<file path="src/rtl/lcd_seq_pkg.sv">
package lcd_seq_pkg;

  typedef enum logic [2:0] {
    ST_WAKE,
    ST_WAKE_WR,
    ST_POLL_HI,
    ST_POLL_LO,
    ST_WR_HI,
    ST_WR_LO,
    ST_IDLE
  } seq_state_t;

  typedef enum logic [1:0] {
    PH_IDLE,
    PH_SETUP,
    PH_HIGH,
    PH_HOLD
  } strobe_phase_t;

  localparam int WAKE_WRITES = 4;
  localparam int CFG_BYTES   = 5;

  // Single-nibble wake-up writes, issued after a timed delay each.
  function automatic logic [3:0] wake_nibble(input logic [2:0] idx);
    return (idx == 3'd3) ? 4'h2 : 4'h3;
  endfunction

  // Configuration bytes sent once the interface runs on four lines.
  function automatic logic [7:0] cfg_byte(input logic [2:0] idx);
    case (idx)
      3'd0:    return 8'h28;
      3'd1:    return 8'h08;
      3'd2:    return 8'h01;
      3'd3:    return 8'h06;
      default: return 8'h0F;
    endcase
  endfunction

endpackage

</file>
<file path="src/rtl/lcd_strobe.sv">
module lcd_strobe
  import lcd_seq_pkg::*;
#(
  parameter int SETUP_CYC = 2,
  parameter int PULSE_CYC = 3,
  parameter int HOLD_CYC  = 1
) (
  input  logic       clk,
  input  logic       rst,
  input  logic       start,
  input  logic       req_rs,
  input  logic       req_rw,
  input  logic [3:0] req_nib,
  output logic       done,
  output logic [3:0] rd_nib,
  output logic       lcd_rs,
  output logic       lcd_rw,
  output logic       lcd_en,
  output logic [3:0] lcd_db_out,
  output logic       lcd_db_oe,
  input  logic [3:0] lcd_db_in
);

  localparam int MAX_A = (SETUP_CYC > PULSE_CYC) ? SETUP_CYC : PULSE_CYC;
  localparam int MAX_C = (MAX_A > HOLD_CYC) ? MAX_A : HOLD_CYC;
  localparam int CW    = (MAX_C < 2) ? 1 : $clog2(MAX_C);

  strobe_phase_t phase;
  logic [CW-1:0] cnt;

  assign done = (phase == PH_HOLD) && (cnt == '0);

  always_ff @(posedge clk) begin
    if (rst) begin
      phase      <= PH_IDLE;
      cnt        <= '0;
      lcd_en     <= 1'b0;
      lcd_db_oe  <= 1'b0;
      lcd_rs     <= 1'b0;
      lcd_rw     <= 1'b0;
      lcd_db_out <= 4'h0;
      rd_nib     <= 4'h0;
    end else begin
      case (phase)
        PH_IDLE: begin
          if (start) begin
            lcd_rs     <= req_rs;
            lcd_rw     <= req_rw;
            lcd_db_out <= req_rw ? 4'h0 : req_nib;
            lcd_db_oe  <= !req_rw;
            cnt        <= CW'(SETUP_CYC - 1);
            phase      <= PH_SETUP;
          end
        end
        PH_SETUP: begin
          if (cnt == '0) begin
            lcd_en <= 1'b1;
            cnt    <= CW'(PULSE_CYC - 1);
            phase  <= PH_HIGH;
          end else begin
            cnt <= cnt - 1'b1;
          end
        end
        PH_HIGH: begin
          if (cnt == '0) begin
            lcd_en <= 1'b0;
            rd_nib <= lcd_db_in;
            cnt    <= CW'(HOLD_CYC - 1);
            phase  <= PH_HOLD;
          end else begin
            cnt <= cnt - 1'b1;
          end
        end
        default: begin
          if (cnt == '0) begin
            lcd_db_oe <= 1'b0;
            phase     <= PH_IDLE;
          end else begin
            cnt <= cnt - 1'b1;
          end
        end
      endcase
    end
  end

  // the bus does not move while enable is high
  assert_bus_stable_R8: assert property (@(posedge clk) disable iff (rst)
    lcd_en |-> ($stable(lcd_rs) && $stable(lcd_rw) && $stable(lcd_db_out) && $stable(lcd_db_oe)));

  // the data pad is driven only in write cycles
  assert_oe_write_only_R7: assert property (@(posedge clk) disable iff (rst)
    lcd_db_oe |-> !lcd_rw);

endmodule

</file>
<file path="src/rtl/lcd_nibble_seq.sv">
module lcd_nibble_seq
  import lcd_seq_pkg::*;
#(
  parameter int WAKE_CYC   = 40000,
  parameter int SETUP_CYC  = 2,
  parameter int PULSE_CYC  = 12,
  parameter int HOLD_CYC   = 2,
  parameter int POLL_LIMIT = 1000
) (
  input  logic       clk,
  input  logic       rst,
  input  logic       host_valid,
  output logic       host_ready,
  input  logic       host_is_data,
  input  logic [7:0] host_byte,
  output logic       init_done,
  output logic       busy_timeout,
  output logic       lcd_rs,
  output logic       lcd_rw,
  output logic       lcd_en,
  output logic [3:0] lcd_db_out,
  output logic       lcd_db_oe,
  input  logic [3:0] lcd_db_in
);

  localparam int WCW = (WAKE_CYC < 2) ? 1 : $clog2(WAKE_CYC);
  localparam int PCW = (POLL_LIMIT < 2) ? 1 : $clog2(POLL_LIMIT);

  seq_state_t     state;
  logic [WCW-1:0] wake_cnt;
  logic [2:0]     step;
  logic           issued;
  logic [7:0]     cur_byte;
  logic           cur_rs;
  logic           busy_hi;
  logic [PCW-1:0] poll_cnt;

  logic       xfer_state, start, xfer_done, req_rs, req_rw;
  logic [3:0] req_nib, rd_nib;

  always_comb begin
    xfer_state = (state == ST_WAKE_WR) || (state == ST_POLL_HI) || (state == ST_POLL_LO) ||
                 (state == ST_WR_HI) || (state == ST_WR_LO);
    start   = xfer_state && !issued;
    req_rw  = (state == ST_POLL_HI) || (state == ST_POLL_LO);
    req_rs  = ((state == ST_WR_HI) || (state == ST_WR_LO)) ? cur_rs : 1'b0;
    case (state)
      ST_WAKE_WR: req_nib = wake_nibble(step);
      ST_WR_HI:   req_nib = cur_byte[7:4];
      ST_WR_LO:   req_nib = cur_byte[3:0];
      default:    req_nib = 4'h0;
    endcase
  end

  assign host_ready = (state == ST_IDLE);

  lcd_strobe #(
    .SETUP_CYC(SETUP_CYC),
    .PULSE_CYC(PULSE_CYC),
    .HOLD_CYC (HOLD_CYC)
  ) u_strobe (
    .clk       (clk),
    .rst       (rst),
    .start     (start),
    .req_rs    (req_rs),
    .req_rw    (req_rw),
    .req_nib   (req_nib),
    .done      (xfer_done),
    .rd_nib    (rd_nib),
    .lcd_rs    (lcd_rs),
    .lcd_rw    (lcd_rw),
    .lcd_en    (lcd_en),
    .lcd_db_out(lcd_db_out),
    .lcd_db_oe (lcd_db_oe),
    .lcd_db_in (lcd_db_in)
  );

  always_ff @(posedge clk) begin
    if (rst) begin
      state        <= ST_WAKE;
      wake_cnt     <= WCW'(WAKE_CYC - 1);
      step         <= 3'd0;
      issued       <= 1'b0;
      cur_byte     <= 8'h00;
      cur_rs       <= 1'b0;
      busy_hi      <= 1'b0;
      poll_cnt     <= '0;
      init_done    <= 1'b0;
      busy_timeout <= 1'b0;
    end else begin
      if (start)     issued <= 1'b1;
      if (xfer_done) issued <= 1'b0;
      case (state)
        ST_WAKE: begin
          if (wake_cnt == '0) state <= ST_WAKE_WR;
          else                wake_cnt <= wake_cnt - 1'b1;
        end
        ST_WAKE_WR: begin
          if (xfer_done) begin
            if (step == 3'(WAKE_WRITES - 1)) begin
              step     <= 3'd0;
              cur_byte <= cfg_byte(3'd0);
              cur_rs   <= 1'b0;
              poll_cnt <= '0;
              state    <= ST_POLL_HI;
            end else begin
              step     <= step + 3'd1;
              wake_cnt <= WCW'(WAKE_CYC - 1);
              state    <= ST_WAKE;
            end
          end
        end
        ST_POLL_HI: begin
          if (xfer_done) begin
            busy_hi <= rd_nib[3];
            state   <= ST_POLL_LO;
          end
        end
        ST_POLL_LO: begin
          if (xfer_done) begin
            if (!busy_hi) begin
              state <= ST_WR_HI;
            end else if (poll_cnt == PCW'(POLL_LIMIT - 1)) begin
              busy_timeout <= 1'b1;
              state        <= ST_WR_HI;
            end else begin
              poll_cnt <= poll_cnt + 1'b1;
              state    <= ST_POLL_HI;
            end
          end
        end
        ST_WR_HI: begin
          if (xfer_done) state <= ST_WR_LO;
        end
        ST_WR_LO: begin
          if (xfer_done) begin
            if (!init_done && step != 3'(CFG_BYTES - 1)) begin
              step     <= step + 3'd1;
              cur_byte <= cfg_byte(step + 3'd1);
              poll_cnt <= '0;
              state    <= ST_POLL_HI;
            end else begin
              init_done <= 1'b1;
              state     <= ST_IDLE;
            end
          end
        end
        default: begin
          if (host_valid) begin
            cur_byte <= host_byte;
            cur_rs   <= host_is_data;
            poll_cnt <= '0;
            state    <= ST_POLL_HI;
          end
        end
      endcase
    end
  end

  // host side opens only after the power-on sequence
  assert_ready_after_init_R6: assert property (@(posedge clk) disable iff (rst)
    host_ready |-> init_done);

  // an accepted byte closes the handshake on the next clock
  assert_accept_closes_R6: assert property (@(posedge clk) disable iff (rst)
    (host_valid && host_ready) |=> !host_ready);

  // the timeout flag is sticky
  assert_timeout_sticky_R9: assert property (@(posedge clk) disable iff (rst)
    busy_timeout |=> busy_timeout);

  // no read cycle during the wake-up phase
  assert_no_read_in_wake_R1: assert property (@(posedge clk) disable iff (rst)
    ((state == ST_WAKE) || (state == ST_WAKE_WR)) |-> !lcd_rw);

endmodule

</file>
<file path="config.mk">
export PLATFORM = sky130hd
export DESIGN_NAME = lcd_nibble_seq
export DESIGN_NICKNAME = d
export VERILOG_FILES = /design/src/rtl/lcd_seq_pkg.sv /design/src/rtl/lcd_strobe.sv /design/src/rtl/lcd_nibble_seq.sv
export SDC_FILE = /design/constraint.sdc
export NUM_CORES = 1
export LEC_CHECK = 0
export BUFFER_PORTS_ARGS = -buffer_cell sky130_fd_sc_hd__buf_2
export CORE_MARGIN = 2
export CORE_UTILIZATION = 40
export CTS_CLUSTER_DIAMETER = 50
export DETAILED_ROUTE_END_ITERATION = 10
export GPL_ROUTABILITY_DRIVEN = 0
export HOLD_SLACK_MARGIN = 0.08
export PLACE_DENSITY_LB_ADDON = 0.12
export SKIP_CTS_REPAIR_TIMING = 1
export SLEW_MARGIN = 20
export SYNTH_ARGS = -nofsm -noshare
export SYNTH_HDL_FRONTEND = slang
export SYNTH_SLANG_ARGS = --single-unit
</file>
<file path="constraint.sdc">
create_clock -name clk -period 5.9 [get_ports clk]
set_input_delay 0.59 -clock clk [delete_from_list [all_inputs] [get_ports clk]]
set_output_delay 0.59 -clock clk [all_outputs]
set_load 0.05 [all_outputs]
</file>
==> reports/results.ini, run 1 <==
[placed_design]
hpwl_microns=5251
place.port_buffers=23
dpl.cell_count=540

[synth]
synth_area_per_cell_sq_um=7.889
synth_warnings=0
yosys.area.top_type=dfxtp_1
ys_ff_latch=60
synthArstFlopShare_pct=0
synth_edf_count=0
synth_ff_type=dfxtp_1
synth_cell_types=55
syn_area_sq_mm=0.003440
synth_top_cells_by_area=dfxtp_1 (35%), ha_1 (5.8%), a21oi_1 (5.5%)
yosysSeqAreaShare_pct=34.92
netlist_instances=436
synth_top_area_share_pct=34.92
synth_fp_nets=468

[critical_path]
path_cells=inv_1 -> ha_1 -> nand4bb_1 -> nor3_1 -> nor2_1 -> or4_1 -> a21oi_1
cp-end-kind=flip-flop
crit_end=wake_cnt[14]
path_depth=7
cpPeakStageDelay_ps=820
rr_worst_depth=7
worstPathArrival_ps=3130
cp_top_family=simple AND/OR/NAND/NOR gates
cp_max_fo=12
r2r_end=wake_cnt[14]
critPathKind=reg2reg
path_buf_inv=1
r2r-start=u_strobe.cnt[0]
cp-start-kind=flip-flop
crit_required_ps=6170
ff2ff_setup_slack_ps=3040
worst_path_max_delay_cell=nor3_1
cp-startpoint=u_strobe.cnt[0]

[layout]
num-nets-final=479
layout.cells.most_common=dfxtp_1
final_layout_size_suffix_gt1_share_pct=11.73
n_fill_cell=884
fin_cells=557
finalCoreUtilization_pct=46.73
syn2layout_area_growth_pct=12.19
final_cell_mix=dfxtp_1 (60), nand2_1 (44), nor2_1 (38), a21oi_1 (38), o21ai_0 (26)
n_antenna_cell=0

[sta]
slew_headroom_pct=41.00
max_freq_mhz=349.7
rsz0062_at_grt=false
period_minus_slack_ps=2860
fin_setup_tns_ps=0
skew_ps=9.125
finalHoldViolations=0
final-max-slew-violation-count=0
period_share_pct=48.47
worstMarginPinSlew_ps=883.1
finalSetupViolCount=0

[status]
status=completed

[route]
finalWirelength_microns=7681
route.detailed.drc=0
viasPerCell=5.567
vias=3101
wire_per_inst_microns=13.79
dr.pass1.iters=4
ant_nets=0
first_iter_violations=111

[die]
fp.dieArea_sq_mm=0.009357
core_sq_mm=0.008258
io_pins=27
start_util_pct=41.65
die_h_microns=96.73
die_x_microns=96.73
rows=33

[global_route]
grt_overflow=0
grt_pass1_wl_microns=13300
grt_pass1_vias=2773
grt_max_degree=38
antenna_found_initial=0
grt.total_usage_pct=16.92

[clock_network]
cts_sinks=60
cts_tree=built
worstSkewPairLatency_ps=340
cts_root_buf=clkbuf_8
clk_pin_slew_ps=70
clk_path_buf_depth=2
cts-buffers-inserted=9
ctsHtreeMaxLevel=3

[pwr]
p_leak_nw=1.328
p_int_mw=0.7417
seqPwrFrac_pct=43.5
switchingPower_mw=0.2206
p_comb_share_pct=8.0
power_density_mw_per_mm2=249.4
switching_share_pct=22.92
clkPwrFrac_pct=48.5
max-vdd-ir-drop_v=0.0001273

[job]
drv_cap=0

[hold_path]
hold_class=reg2reg

state kept, by name, summed over array words and instances, names as in the netlist, 2 cells and up:
| register | flops |
|---|---|
| poll_cnt | 10 |
| u_strobe.lcd_db_out | 4 |
| state | 3 |
| wake_cnt | 16 |
| u_strobe.phase | 2 |
| cur_byte | 8 |
| step | 3 |
| u_strobe.cnt | 4 |
tightest hold or removal path, delay by kind of cell (launching register included):
family | cells | cell delay, ps
and+or+nand+nor | 1 | 50
DFF | 1 | 310
AOI/OAI and AO/OA | 1 | 50
logic make-up after synthesis:
logic type                 after synthesis  synth area share [%]
xor gates and xnor gates                14                 3.565
AOI/OAI and AO/OA                      109                 19.79
buffers and inverters                   48                 5.493
DFF                                     60                 34.92
and+or+nand+nor                        181                 28.05
muxes                                    8                 2.365
adders and majority gates               16                 5.820
worst min-delay path by stage:
stage | from | to | cells past startpoint
detailed placement | cur_byte[4] | cur_byte[4] | 2
floorplan | cur_byte[1] | cur_byte[1] | 2
global route | cur_byte[4] | cur_byte[4] | 2
finish | cur_byte[1] | cur_byte[1] | 2
CTS | cur_byte[4] | cur_byte[4] | 2
global placement | cur_byte[3] | cur_byte[3] | 2
routing by layer:
metal | track usage, % | share of wire [%] | vias up
met4 | 6.609 | 1.7 | 0
met5 | 0 | 0 | -
met1 | 23.98 | 51 | 1454
met3 | 3.251 | 3.1 | 11
met2 | 25.37 | 44 | 44
li1 | - | - | 1592
metrics by stage:
stage,worst slack (ps),instance area [sq um],hold WS [ps],total power [mW]
after floorplan,3655,3440,428.3,0.4845
after global placement,3049,3595,440.5,0.5022
final,3040,3859,454.4,0.9623
after CTS,3061,3845,454.6,0.9717
after detailed placement,3068,3595,445.9,0.5036
after global routing,2829,3859,475.9,0.9997
power groups by stage:
stage	combinational, mW	sequential (mW)	clock, mW
floorplan	0.0530	0.432	0
global placement	0.0750	0.427	0
detailed placement	0.0762	0.427	0
CTS	0.0768	0.418	0.477
global route	0.0858	0.419	0.494
finish	0.0770	0.419	0.467
cell usage after synthesis, types with 11 or more instances:
cell type  instances
a21oi_1           38
clkbuf_1          16
dfxtp_1           60
ha_1              16
inv_1             22
nand2_1           44
nand3_1           16
nor2_1            38
nor3_1            17
nor4_1            11
o21ai_0           26
xor2_1            12
cell type report:
class / instances / area (sq um) / area share (%)
Multi-Input combinational cell: 328 / 2056 / 53.27
Sequential cell: 60 / 1201 / 31.13
Clock buffer: 12 / 155.1 / 4.021
Timing Repair Buffer: 26 / 137.6 / 3.567
Tap cell: 105 / 131.4 / 3.405
Clock inverter: 4 / 95.09 / 2.464
Inverter: 22 / 82.58 / 2.140
Power figures use the tool's default switching activity.
==> run 2, diff against run 1 <==
Clock period 5.9 ns to 2.9 ns, I/O delays scaled along.
==> reports/results.ini, run 2 (synthesized netlist as in run 1, its figures left out) <==
[global_route]
antenna_found_initial=0  ; unchanged
grt_pass1_vias=2991  ; was 2773
grt_max_degree=38  ; unchanged
grt.total_usage_pct=17.53  ; was 16.92%
grt_overflow=0  ; unchanged
grt_pass1_wl_microns=13910  ; was 13300 microns

[route]
dr.pass1.iters=4  ; unchanged
viasPerCell=5.516  ; was 5.567
ant_nets=0  ; unchanged
finalWirelength_microns=7781  ; was 7681 microns
vias=3122  ; was 3101
wire_per_inst_microns=13.75  ; was 13.79 microns
route.detailed.drc=0  ; unchanged
first_iter_violations=80  ; was 111

[die]
die_h_microns=96.73  ; unchanged
io_pins=27  ; unchanged
fp.dieArea_sq_mm=0.009357  ; unchanged
die_x_microns=96.73  ; unchanged
rows=33  ; unchanged
core_sq_mm=0.008258  ; unchanged
start_util_pct=41.65  ; unchanged

[critical_path]
critPathKind=reg2reg  ; unchanged
cp-start-kind=flip-flop  ; unchanged
worstPathArrival_ps=2660  ; was 3130 ps
path_buf_inv=1  ; unchanged
cp-end-kind=flip-flop  ; unchanged
crit_required_ps=3170  ; was 6170 ps
worst_path_most_repeated_cell=ha_1
worst_path_max_delay_cell=or4_1  ; was nor3_1
path_cells=ha_1 -> ha_1 -> o21ai_0 -> a221oi_2 -> o211ai_1 -> buf_4 -> or4_1 -> a21oi_1  ; was inv_1 -> ha_1 -> nand4bb_1 -> nor3_1 -> nor2_1 -> or4_1 -> a21oi_1
cp_top_family=compound AO/OA/AOI/OAI gates  ; was simple AND/OR/NAND/NOR gates
cp_max_fo=18  ; was 12
cpPeakStageDelay_ps=480  ; was 820 ps

[sta]
final-max-slew-violation-count=0  ; unchanged
period_share_pct=82.37  ; was 48.47%
fin_setup_tns_ps=0  ; unchanged
period_minus_slack_ps=2389  ; was 2860 ps
rsz0062_at_grt=false  ; unchanged
worstMarginPinSlew_ps=698.9  ; was 883.1 ps
finalHoldViolations=0  ; unchanged
finalSetupViolCount=0  ; unchanged
skew_ps=7.101  ; was 9.125 ps
max_freq_mhz=418.6  ; was 349.7 MHz
slew_headroom_pct=53.41  ; was 41.00%

[pwr]
power_density_mw_per_mm2=492.2  ; was 249.4 mW/mm^2
p_leak_nw=1.361  ; was 1.328 nW
max-vdd-ir-drop_v=0.0002927  ; was 0.0001273 V

[placed_design]
place.port_buffers=23  ; unchanged
hpwl_microns=5464  ; was 5251 microns

[clock_network]
ctsHtreeMaxLevel=3  ; unchanged
clk_pin_slew_ps=70  ; about the same
cts_tree=built  ; unchanged
cts-buffers-inserted=9  ; unchanged
clk_path_buf_depth=2  ; unchanged
worstSkewPairLatency_ps=340  ; about the same
cts_root_buf=clkbuf_8  ; unchanged
cts_sinks=60  ; unchanged

[layout]
layout.cells.most_common=dfxtp_1  ; unchanged
syn2layout_area_growth_pct=13.64  ; was 12.19%
n_fill_cell=882  ; was 884
finalCoreUtilization_pct=47.33  ; was 46.73%
final_cell_mix=dfxtp_1 (60), nand2_1 (44), nor2_1 (38), a21oi_1 (38), o21ai_0 (26)  ; unchanged
largest_reg_flops=16  ; unchanged
multiInputGateArea_sq_mm=0.002049  ; was 0.002056 sq mm
n_antenna_cell=0  ; unchanged
final_layout_size_suffix_gt1_share_pct=13.45  ; was 11.73%
reg.largest.list=wake_cnt (16), poll_cnt (10), cur_byte (8)  ; unchanged
num-nets-final=488  ; was 479
top_register=wake_cnt  ; unchanged
seq_area_sq_mm=0.001201  ; unchanged

[status]
status=completed  ; unchanged

[job]
drv_cap=0  ; unchanged

[hold_path]
hold_class=in2reg  ; was reg2reg

==> run 2: per-layer routing <==
layer / global-route usage (%) / up-vias / share of wire (%)
li1: - / 1616 / -
met1: 23.64 / 1452 / 50
met2: 27.83 / 49 / 46
met3: 5.130 / 5 / 3.6
met4: 4.009 / 0 / 0.81
met5: 0 / - / 0
==> run 2: power by group <==
part	switching [mW]	internal, mW
logic	0.100	0.0579
registers	0.0136	0.838
clock network	0.347	0.567
==> run 2: worst register-to-register path, cell delays in order (launching register included) <==
cell	delay, ps
dfxtp_1	410
ha_1	220
ha_1	230
o21ai_0	110
a221oi_2	380
o211ai_1	140
buf_4	210
or4_1	480
a21oi_1	140
==> run 2: path summary, 6_finish.rpt <==
kind / from / end / slack (ps) / cells after the start
hold / removal: host_byte[7] / cur_byte[7] / 200 / 3
setup reg to reg: step[0] / poll_cnt[5] / 510 / 8
setup / recovery: step[0] / poll_cnt[5] / 510 / 8
hold reg to reg: cur_byte[4] / cur_byte[4] / 450 / 2
==> run 2: cell type report <==
type	instances	share of cell area, %
multi-input combinational	328	52.43
tap	105	3.361
inverter	22	2.113
clock inverter	7	2.945
clock buffer	9	3.169
sequential	60	30.73
timing repair buffer	35	5.250
==> run 2: metrics by stage <==
| stage | worst slack (ps) | std cells | hold slack, ps | total power [mW] | cell area [sq um] |
|---|---|---|---|---|---|
| 6_report | 511.3 | 566 | 196.2 | 1.924 | 3909 |
| 5_1_grt | 255.4 | 566 | 192.7 | 2.013 | 3909 |
| 4_1_cts | 500.1 | 566 | 184.8 | 1.945 | 3909 |
| 3_5_place_dp | 521.4 | 550 | 441.3 | 1.028 | 3670 |
| 3_3_place_gp | 560.8 | 550 | 439.0 | 1.028 | 3670 |
| 2_1_floorplan | 654.6 | 436 | 428.3 | 0.9858 | 3440 |
==> run 3, diff against run 2 <==
Clock period 2.9 ns to 2 ns, I/O delays scaled along.
==> reports/results.ini, run 3 (synthesized netlist as in run 1, its figures left out) <==
[route]
dr.pass1.iters=4  ; unchanged
route.detailed.drc=0  ; unchanged
ant_nets=0  ; unchanged
finalWirelength_microns=8726  ; was 7781 microns
wire_per_inst_microns=14.07  ; was 13.75 microns
first_iter_violations=86  ; was 80
vias=3357  ; was 3122
viasPerCell=5.415  ; was 5.516

[clock_network]
clk_pin_slew_ps=70  ; about the same
cts-buffers-inserted=9  ; unchanged
clk_path_buf_depth=2  ; unchanged
cts_sinks=60  ; unchanged
ctsHtreeMaxLevel=3  ; unchanged
worstSkewPairLatency_ps=340  ; about the same
cts_root_buf=clkbuf_8  ; unchanged
cts_tree=built  ; unchanged

[critical_path]
critPathKind=reg2reg  ; unchanged
worstPathArrival_ps=2280  ; was 2660 ps
rr_worst_depth=8  ; unchanged
cp-end-kind=flip-flop  ; unchanged
crit_required_ps=2270  ; was 3170 ps
cp_max_fo=17  ; was 18
cp-start-kind=flip-flop  ; unchanged

[hold_path]
hold_class=in2reg  ; unchanged
holdPathStages=3  ; unchanged

[global_route]
grt.total_usage_pct=19.02  ; was 17.53%
antenna_found_initial=0  ; unchanged
grt_pass1_vias=3298  ; was 2991
grt_overflow=0  ; unchanged
grt_pass1_wl_microns=15050  ; was 13910 microns
grt_max_degree=38  ; unchanged

[sta]
rsz0062_at_grt=true  ; was false
holdWs_ps=117.8  ; was 196.2 ps
worstMarginPinSlew_ps=697.0  ; was 698.9 ps
max_freq_mhz=498.8  ; was 418.6 MHz
final-max-slew-violation-count=0  ; unchanged
skew_ps=5.108  ; was 7.101 ps
finalHoldViolations=0  ; unchanged
finalSetupViolCount=1  ; was 0
period_share_pct=100.2  ; was 82.37%
slew_headroom_pct=53.53  ; was 53.41%
timing.final.ws_setup_ps=-4.854  ; was 511.3 ps
period_minus_slack_ps=2005  ; was 2389 ps

[pwr]
p_leak_nw=1.646  ; was 1.361 nW
p_int_mw=2.161  ; was 1.463 mW
max-vdd-ir-drop_v=0.0004772  ; was 0.0002927 V
power_density_mw_per_mm2=632.1  ; was 492.2 mW/mm^2
switching_share_pct=23.88  ; was 23.96%
clkPwrFrac_pct=45.1  ; was 47.5%
p_comb_share_pct=11.5  ; was 8.2%
seqPwrFrac_pct=43.4  ; was 44.3%
switchingPower_mw=0.6778  ; was 0.4609 mW
p_total_mw=2.838  ; was 1.924 mW

[status]
status=complete, but fails checks  ; was completed
violations=setup timing

[die]
core_sq_mm=0.008258  ; unchanged
die_x_microns=96.73  ; unchanged
die_h_microns=96.73  ; unchanged
io_pins=27  ; unchanged
start_util_pct=41.65  ; unchanged
rows=33  ; unchanged
fp.dieArea_sq_mm=0.009357  ; unchanged

[layout]
seq_area_sq_mm=0.001216  ; was 0.001201 sq mm
fin_cells=620  ; was 566
largest_reg_flops=16  ; unchanged
n_fill_cell=782  ; was 882
num-nets-final=542  ; was 488
multiInputGateArea_sq_mm=0.002185  ; was 0.002049 sq mm
final_cell_mix=buf_4 (64), dfxtp_1 (52), nand2_1 (44), nor2_1 (38), a21oi_1 (33)  ; was dfxtp_1 (60), nand2_1 (44), nor2_1 (38), a21oi_1 (38), o21ai_0 (26)
finalInstanceArea_sq_mm=0.004491  ; was 0.003909 sq mm
syn2layout_area_growth_pct=30.56  ; was 13.64%
reg.largest.list=wake_cnt (16), poll_cnt (10), cur_byte (8)  ; unchanged
final_layout_size_suffix_gt1_share_pct=27.77  ; was 13.45%
layout.cells.most_common=buf_4  ; was dfxtp_1
top_register=wake_cnt  ; unchanged
n_antenna_cell=0  ; unchanged

[placed_design]
dpl.cell_count=597  ; was 550
hpwl_microns=6069  ; was 5464 microns
place.port_buffers=23  ; unchanged
placed_cell_area_sq_mm=0.004081  ; was 0.003670 sq mm
dp_slack_ps=-92.07  ; was 521.4 ps

[job]
drv_cap=0  ; unchanged

[run 3: power groups by stage]
stage               Clock [mW]  Combinational (mW)  Sequential, mW
floorplan                    0               0.158            1.27
global placement             0               0.283            1.26
detailed placement           0               0.287            1.26
CTS                       1.32               0.288            1.23
global route              1.37               0.365            1.23
finish                    1.28               0.327            1.23
[run 3: per-stage QoR]
step / setup TNS (ps) / util (%)
finish: -4.854 / 54.38
global route: -912.4 / 54.38
CTS: -644.2 / 52.27
detailed placement: -450.7 / 49.42
global placement: -264.4 / 49.42
floorplan: 0 / -
[run 3: final timing paths]
kind	endpoint	startpoint	slack, ps
max reg2reg	poll_cnt[3]	step[1]	-5
max	poll_cnt[3]	step[1]	-5
min reg2reg	cur_byte[6]	cur_byte[6]	450
min	cur_byte[7]	host_byte[7]	120
[run 3: final cells by class]
class                   instances  share of cell area, %
repair buffers                 89                  14.27
well taps                     105                  2.926
flip-flops and latches         60                  27.08
multi-input cells             328                  48.65
clock inverters                 4                  1.560
inverters                      22                  1.839
clock buffers                  12                  3.678
[run 3: per-layer routing]
layer	GRT usage [%]	wire length (microns)	up-vias
met5	0	0	-
met4	4.659	99	0
met3	4.986	316	13
met2	30.61	4113	65
met1	25.53	4197	1564
li1	-	-	1715
[run 3: critical path, cell delays in order (launching register included)]
cell,delay [ps]
dfxtp_2,350
ha_4,150
ha_4,160
o21ai_1,70
a221oi_2,280
o211ai_1,170
clkbuf_16,200
or4_4,420
a21oi_2,130
